`src/rtl/bitslip_pkg.sv`:
```
package bitslip_pkg;
  localparam int PORT_W = 8;
  localparam int CNT_W  = 3;

  typedef enum logic [1:0] {
    SLIP_STEP  = 2'd0,
    SLIP_COUNT = 2'd1,
    SLIP_SEEK  = 2'd2
  } slip_mode_e;

  typedef enum logic [1:0] {
    ST_IDLE = 2'd0,
    ST_RUN  = 2'd1,
    ST_DONE = 2'd2
  } seq_state_e;
endpackage

```
`src/rtl/bs_front.sv`:
```
// Optional input stage followed by the newer/older word pair.
module bs_front #(
  parameter int WIDTH  = 8,
  parameter bit IN_REG = 1'b0
) (
  input  logic             clk,
  input  logic             rst,
  input  logic             en,
  input  logic [WIDTH-1:0] din,
  output logic [WIDTH-1:0] newer,
  output logic [WIDTH-1:0] older
);
  logic [WIDTH-1:0] stage_in;

  generate
    if (IN_REG) begin : g_in_reg
      logic [WIDTH-1:0] in_q;
      always_ff @(posedge clk) begin
        if (rst)     in_q <= '0;
        else if (en) in_q <= din;
      end
      assign stage_in = in_q;
    end else begin : g_no_in_reg
      assign stage_in = din;
    end
  endgenerate

  always_ff @(posedge clk) begin
    if (rst) begin
      newer <= '0;
      older <= '0;
    end else if (en) begin
      newer <= stage_in;
      older <= newer;
    end
  end
endmodule

```
`src/rtl/bs_window.sv`:
```
// Selects a WIDTH-bit window out of {newer, older} at the given offset.
module bs_window #(
  parameter int WIDTH = 8,
  localparam int OFF_W = $clog2(WIDTH)
) (
  input  logic [WIDTH-1:0] newer,
  input  logic [WIDTH-1:0] older,
  input  logic [OFF_W-1:0] offset,
  output logic [WIDTH-1:0] aligned
);
  logic [2*WIDTH-1:0] pair;
  logic [WIDTH-1:0]   cand [WIDTH];

  assign pair = {newer, older};

  generate
    for (genvar j = 0; j < WIDTH; j++) begin : g_cand
      assign cand[j] = pair[WIDTH-j +: WIDTH];
    end
  endgenerate

  assign aligned = cand[offset];
endmodule

```
`src/rtl/bs_ctrl.sv`:
```
// Offset sequencer; the mode parameter picks one of three controllers.
module bs_ctrl
  import bitslip_pkg::*;
#(
  parameter int         WIDTH = 8,
  parameter slip_mode_e MODE  = SLIP_STEP,
  localparam int OFF_W = $clog2(WIDTH)
) (
  input  logic             clk,
  input  logic             rst,
  input  logic             en,
  input  logic             req,
  input  logic [CNT_W-1:0] cnt,
  input  logic [WIDTH-1:0] pattern,
  input  logic [WIDTH-1:0] aligned,
  output logic [OFF_W-1:0] offset,
  output logic             out_on,
  output logic             flag_d,
  output logic             req_q
);
  logic req_rise;

  always_ff @(posedge clk) begin
    if (rst)     req_q <= 1'b0;
    else if (en) req_q <= req;
  end
  assign req_rise = req & ~req_q;

  generate
    if (MODE == SLIP_STEP) begin : g_step
      logic [2:0] nslip;
      logic       unused_step;
      assign unused_step = ^{cnt, pattern, aligned};

      always_ff @(posedge clk) begin
        if (rst) begin
          offset <= '0;
          nslip  <= '0;
        end else if (en && req_rise) begin
          offset <= offset + OFF_W'(1);
          nslip  <= nslip + 3'd1;
        end
      end
      assign out_on = 1'b1;
      assign flag_d = req_rise & (&nslip);

    end else if (MODE == SLIP_COUNT) begin : g_count
      seq_state_e       state;
      logic [CNT_W-1:0] remain;
      logic             unused_count;
      assign unused_count = ^{pattern, aligned};

      always_ff @(posedge clk) begin
        if (rst) begin
          state  <= ST_IDLE;
          remain <= '0;
          offset <= '0;
        end else if (en) begin
          if (req_rise) begin
            state  <= ST_RUN;
            remain <= cnt;
          end else if (state == ST_RUN) begin
            if (remain != '0) begin
              offset <= offset + OFF_W'(1);
              remain <= remain - CNT_W'(1);
            end else begin
              state <= ST_DONE;
            end
          end
        end
      end
      assign out_on = (state == ST_DONE);
      assign flag_d = out_on;

    end else begin : g_seek
      seq_state_e state;
      logic       settle;
      logic       unused_seek;
      assign unused_seek = ^cnt;

      always_ff @(posedge clk) begin
        if (rst) begin
          state  <= ST_RUN;
          settle <= 1'b1;
          offset <= '0;
        end else if (en) begin
          if (req_rise) begin
            state  <= ST_RUN;
            settle <= 1'b1;
          end else if (state == ST_RUN) begin
            if (settle) begin
              settle <= 1'b0;
            end else if (aligned == pattern) begin
              state <= ST_DONE;
            end else begin
              offset <= offset + OFF_W'(1);
              settle <= 1'b1;
            end
          end
        end
      end
      assign out_on = (state == ST_DONE);
      assign flag_d = out_on;
    end
  endgenerate
endmodule

```
`src/rtl/bitslip_aligner.sv`:
```
module bitslip_aligner
  import bitslip_pkg::*;
#(
  parameter int         WIDTH  = 8,
  parameter bit         IN_REG = 1'b0,
  parameter slip_mode_e MODE   = SLIP_STEP
) (
  input  logic              clk,
  input  logic              rst,
  input  logic              en,
  input  logic [PORT_W-1:0] din,
  input  logic              slip_req,
  input  logic [CNT_W-1:0]  slip_cnt,
  input  logic [PORT_W-1:0] pattern,
  output logic [PORT_W-1:0] dout,
  output logic              flag
);
  localparam int OFF_W = $clog2(WIDTH);

  logic [WIDTH-1:0] newer, older, aligned, dout_q;
  logic [OFF_W-1:0] offset;
  logic             out_on, flag_d, req_q, flag_q;

  bs_front #(.WIDTH(WIDTH), .IN_REG(IN_REG)) u_front (
    .clk(clk), .rst(rst), .en(en), .din(din[WIDTH-1:0]),
    .newer(newer), .older(older)
  );

  bs_window #(.WIDTH(WIDTH)) u_window (
    .newer(newer), .older(older), .offset(offset), .aligned(aligned)
  );

  bs_ctrl #(.WIDTH(WIDTH), .MODE(MODE)) u_ctrl (
    .clk(clk), .rst(rst), .en(en), .req(slip_req), .cnt(slip_cnt),
    .pattern(pattern[WIDTH-1:0]), .aligned(aligned),
    .offset(offset), .out_on(out_on), .flag_d(flag_d), .req_q(req_q)
  );

  always_ff @(posedge clk) begin
    if (rst) begin
      dout_q <= '0;
      flag_q <= 1'b0;
    end else if (en) begin
      dout_q <= out_on ? aligned : '0;
      flag_q <= flag_d;
    end
  end

  assign dout = PORT_W'(dout_q);
  assign flag = flag_q;

  generate
    if (WIDTH < PORT_W) begin : g_narrow
      logic unused_hi;
      assign unused_hi = ^{din[PORT_W-1:WIDTH], pattern[PORT_W-1:WIDTH]};
    end
  endgenerate
endmodule

```
`config.mk`:
```
export PLATFORM = sky130hd
export DESIGN_NAME = bitslip_aligner
export DESIGN_NICKNAME = d
export VERILOG_FILES = /design/src/rtl/bitslip_pkg.sv /design/src/rtl/bs_front.sv /design/src/rtl/bs_window.sv /design/src/rtl/bs_ctrl.sv /design/src/rtl/bitslip_aligner.sv
export SDC_FILE = /design/constraint.sdc
export NUM_CORES = 1
export LEC_CHECK = 0
export ABC_CLOCK_PERIOD_IN_PS = 1400
export BUFFER_PORTS_ARGS = -buffer_cell sky130_fd_sc_hd__buf_2
export CAP_MARGIN = 30
export CORE_MARGIN = 3
export CORE_UTILIZATION = 49
export CTS_CLUSTER_DIAMETER = 40
export CTS_CLUSTER_SIZE = 30
export DETAILED_ROUTE_END_ITERATION = 16
export MAX_ROUTING_LAYER = met4
export PLACE_DENSITY = 0.81
export SLEW_MARGIN = 20
export SYNTH_ARGS = -nofsm -noshare
export SYNTH_HDL_FRONTEND = slang
export SYNTH_HIERARCHICAL = 1
export SYNTH_SLANG_ARGS = --single-unit
```
`constraint.sdc`:
```
create_clock -name clk -period 1.4 [get_ports clk]
set_clock_uncertainty 0.15 [all_clocks]
set_input_delay 0.28 -clock clk [delete_from_list [all_inputs] [get_ports clk]]
set_output_delay 0.28 -clock clk [all_outputs]
set_load 0.005 [all_outputs]
```
Word-level counts from Yosys, hierarchy flattened
Index checks and enable logic that the tools add are counted.
W data, S select, Z words.
{"block": "word_totals", "in_bits": 23, "output_inout_bits": 9, "reg_bits": 32, "wordCells": 19}
{"block": "op_classes", "bitwise_logic": 4, "mux": 3, "reduce_logical": 2, "addsub": 2, "order_cmp": 1}
{"op": "$bmux W8 S3", "n": 1}
{"op": "$mux W8", "n": 2}
{"op": "$add A3 B1 Y3 const B", "n": 2}
{"op": "$ge A4 B4 Y1 const B", "n": 1}
{"op": "$not A3 Y4", "n": 1}
{"op": "$reduce_and A3 Y1", "n": 1}
{"op": "$and A1 B1 Y1", "n": 2}
{"op": "$logic_and A1 B1 Y1", "n": 1}
{"op": "$not A1 Y1", "n": 1}

Logic depth before layout (Yosys ltp)
{"block": "logic_depth", "depth_word": 4, "depth_mapped": 7, "ltp_nobuf": 5}

Hierarchy
Netlist, hierarchy kept.
{"module": "bs_front", "cells_each": 52, "area_per_inst_um2": 580.6, "seq_area_each_um2": 320.3, "instances": 1}
{"module": "bs_window", "cells_each": 45, "area_per_inst_um2": 386.6, "seq_area_each_um2": 0.0, "instances": 1}
{"module": "bs_ctrl", "cells_each": 37, "area_per_inst_um2": 385.4, "seq_area_each_um2": 140.1, "instances": 1}
{"module": "bitslip_aligner", "cells_each": 38, "area_per_inst_um2": 346.6, "seq_area_each_um2": 180.2, "instances": 1}

Worst setup path after synthesis
OpenSTA, ideal clock, no wires.
{"block": "synth_timing", "kind": "register -> register", "startpoint": "register u_ctrl.offset[0]", "endpoint": "register dout_q[3], in the netlist dout[3]", "path_buffers": 2, "synth_period_minus_slack_ns": 1.600, "setup_ns": 0.130, "required_time_ns": 1.120, "path_stages_with_launch": 8, "arrival_time_ns": 1.319, "setup_slack_ns": -0.200, "cell_sequence": "dfxtp_1 buf_6 buf_4 mux2_2 nand2_1 o221ai_1 nand3_1 a21oi_1"}
{"block": "synth_via", "elab_chain_len": 4}
{"item": "start: declaration", "line": "bs_ctrl.sv:16", "source": "output logic [OFF_W-1:0] offset,"}
{"item": "start signal: assignment", "line": "bs_ctrl.sv:40", "source": "offset <= offset + OFF_W'(1);"}
{"item": "$not A3 Y4 (implied by the code)", "line": "bs_window.sv:22", "source": "assign aligned = cand[offset];"}
{"item": "$bmux W8 S3", "line": "bs_window.sv:22"}
{"item": "$mux W8 (implied by the code) (2 in series)", "line": "bs_window.sv:22"}
{"item": "named net aligned[3]", "line": "bitslip_aligner.sv:20", "source": "logic [WIDTH-1:0] newer, older, aligned, dout_q;"}
{"item": "end signal: assignment", "line": "bitslip_aligner.sv:44", "source": "dout_q <= out_on ? aligned : '0;"}
{"item": "end: declaration", "line": "bitslip_aligner.sv:20"}
The timed path passes the listed nets, and every way through them passes these cells. The select of a mux whose other input is x is not followed.
A chain may end at the register's enable or synchronous reset.

Final worst setup path
{"block": "layout_timing", "startpoint": "register u_ctrl.offset[0]", "endpoint": "register dout_q[4], in the netlist dout[4]"}
The elaborated chain is that of the path after synthesis.

==> metrics <==
status complete, but fails checks; failing checks negative setup slack; Layout Utilization 66.9%; area added between synthesis and finish 26.7%; # DRC 0; Peak VDD IR 0.000474 V; Final period util 109%; 1st-iter DRT viols 79; largest net degree at the start of global routing 26; Worst setup EP type flip-flop; Ports 32; Arrival @ worst endpoint 1.62 ns; Netlist Area Pre-Place ~0.0017 sq mm; GRT Total Usage 20.0%; syn avg cell area about 10 sq um; initial antenna violation count 0; clk sinks 31; Hold Vio Cnt, Final 0; Clock power frac 31.7%; Slew Limit Fails 0; min setup slack post-route -0.129 ns; CTS buffer count 5; RSZ-0062 raised after global routing true; crit-path max FO 4; Max Cap Viol 0; critical-path cell list mux4_2 -> nand2_1 -> o221ai_2 -> nand3_1 -> a21oi_1; n_diodes 0; Power Total 1.89 mW; vias per cell 5.43; htree depth 2; initial cell density of the core between 50% and 60%; ANT nets after route 0; via count of the first global-routing pass 1427; IO buf count 20; CTS tree built; slowest CP cell mux4_2; WL per Instance around 15 um; Bufs on Longest Clock Path 2; Yosys warnings 6; core area 0.00315 sq mm; Worst-path clk slew 0.10 ns; width of the die between 60 and 70 um; layout cells sized above 1 39.5%; Clock Tree Root clkbuf_4; CP peak stage delay about 0.54 ns; DRT Pass-1 Iters 4; Worst Hold Slack 0.0277 ns; Fmax achieved 654 MHz; total die area 0.00413 sq mm; Min-Delay Path Class in -> reg; Internal 1.40 mW; post-layout min period 1.53 ns; remaining global-route overflow 0; RePlAce Congestion 0.853; cell count after synthesis ~170; overall routed net length between 3 and 4 mm; first-pass GRT wire length between 6 and 7 mm; Worst setup SP type flip-flop; Setup CP Type reg -> reg; via count 1351; row count 20; P_sw 0.490 mW; Final setup viols 9; switching share of power 26.0%; Synth Net Count 195; hold buffer count at cts 0; Final nets 230; dpl hpwl 2.50 mm; Cell Pwr Density 894 mW/mm^2; leakage power figure 0.887 nW; combinational power share about 18%; Clk Latency, worst-skew pair ~0.33 ns; die height ~64 um; sequential share of power between 50 and 60%; CP required 1.49 ns; Fillers between 200 and 250
-- through the flow --
stage                     instance area (sq um)  setup slack, ns  TNS, ns  cells
after floorplan                            1680           -0.139   -0.732    169
after global placement                     1860           -0.150    -1.01    237
after detailed placement                   1860           -0.178    -1.14    237
after CTS                                  2050          -0.0945   -0.715    247
after global routing                       2110           -0.199    -1.37    249
final                                      2110           -0.129   -0.827    249
-- final timing paths --
path / startpoint / to / slack, ns / depth (start not counted)
worst max register to register: u_ctrl/offset[0]$_SDFFE_PP0P_ / dout[4]$_SDFFE_PP0P_ / -0.13 / 5
worst max-delay path: u_ctrl/offset[0]$_SDFFE_PP0P_ / dout[4]$_SDFFE_PP0P_ / -0.13 / 5
worst min register to register: dout[5]$_SDFFE_PP0P_ / dout[5]$_SDFFE_PP0P_ / 0.33 / 2
worst min-delay path: din[6] / u_front/newer[6]$_SDFFE_PP0P_ / 0.03 / 3
-- layer usage --
metal	vias to the layer above	wire length (um)	GRT usage, %
met4	0	90	7.65
met1	635	1540	21.1
met5	-	0	-
met3	11	175	6.68
met2	39	1970	34.5
li1	666	-	-
-- layout make-up --
class	instances	area [sq um]	share of cell area, %
clock buffers	8	68.8	3.26
inverters	1	3.75	0.178
multi-input cells	123	1050	50.0
flip-flops and latches	31	631	29.9
well taps	44	55.1	2.61
repair buffers	42	297	14.1
-- cell usage in the layout, fill, tap and decap left out, drive strengths merged --
cell type  instances
buf               42
mux2i             32
o22a               2
nor2b              4
a21oi              8
nand2b            16
o221ai             4
o21ai              2
and3b              2
nand3              8
clkbuf             8
a21o               2
ha                 3
inv                1
o22ai              2
nand4b             1
conb               1
mux4               2
mux2               8
nor2              20
nand2              5
or2                1
dfxtp             31
-- registers in the layout, indices dropped and copies added, names as in the netlist --
register             count
dout                     8
flag                     1
u_ctrl/g_step.nslip      3
u_ctrl/offset            3
u_ctrl/req_q             1
u_front/newer            8
u_front/older            7
-- power by group through the flow --
stage                     registers (mW)  logic (mW)  clock network, mW
final                              0.954       0.335              0.597
after global routing               0.960       0.363              0.642
after global placement             0.968       0.263                  0
after CTS                          0.952       0.307              0.620
after floorplan                    0.960       0.212                  0
after detailed placement           0.971       0.273                  0
-- repair_timing --
action	4_1_cts	5_1_grt
endpoints found under the setup margin	9	10
pin swaps	16	2
gates resized for setup	23	10
setup buffers	2	2
-- worst max-delay path, delay by kind of cell, from the launching register on --
family | cells | cell delay (ns)
mux | 1 | 0.54
simple gates | 2 | 0.20
flops | 1 | 0.40
compound gates | 2 | 0.15
(Power assumes the default switching activity.)
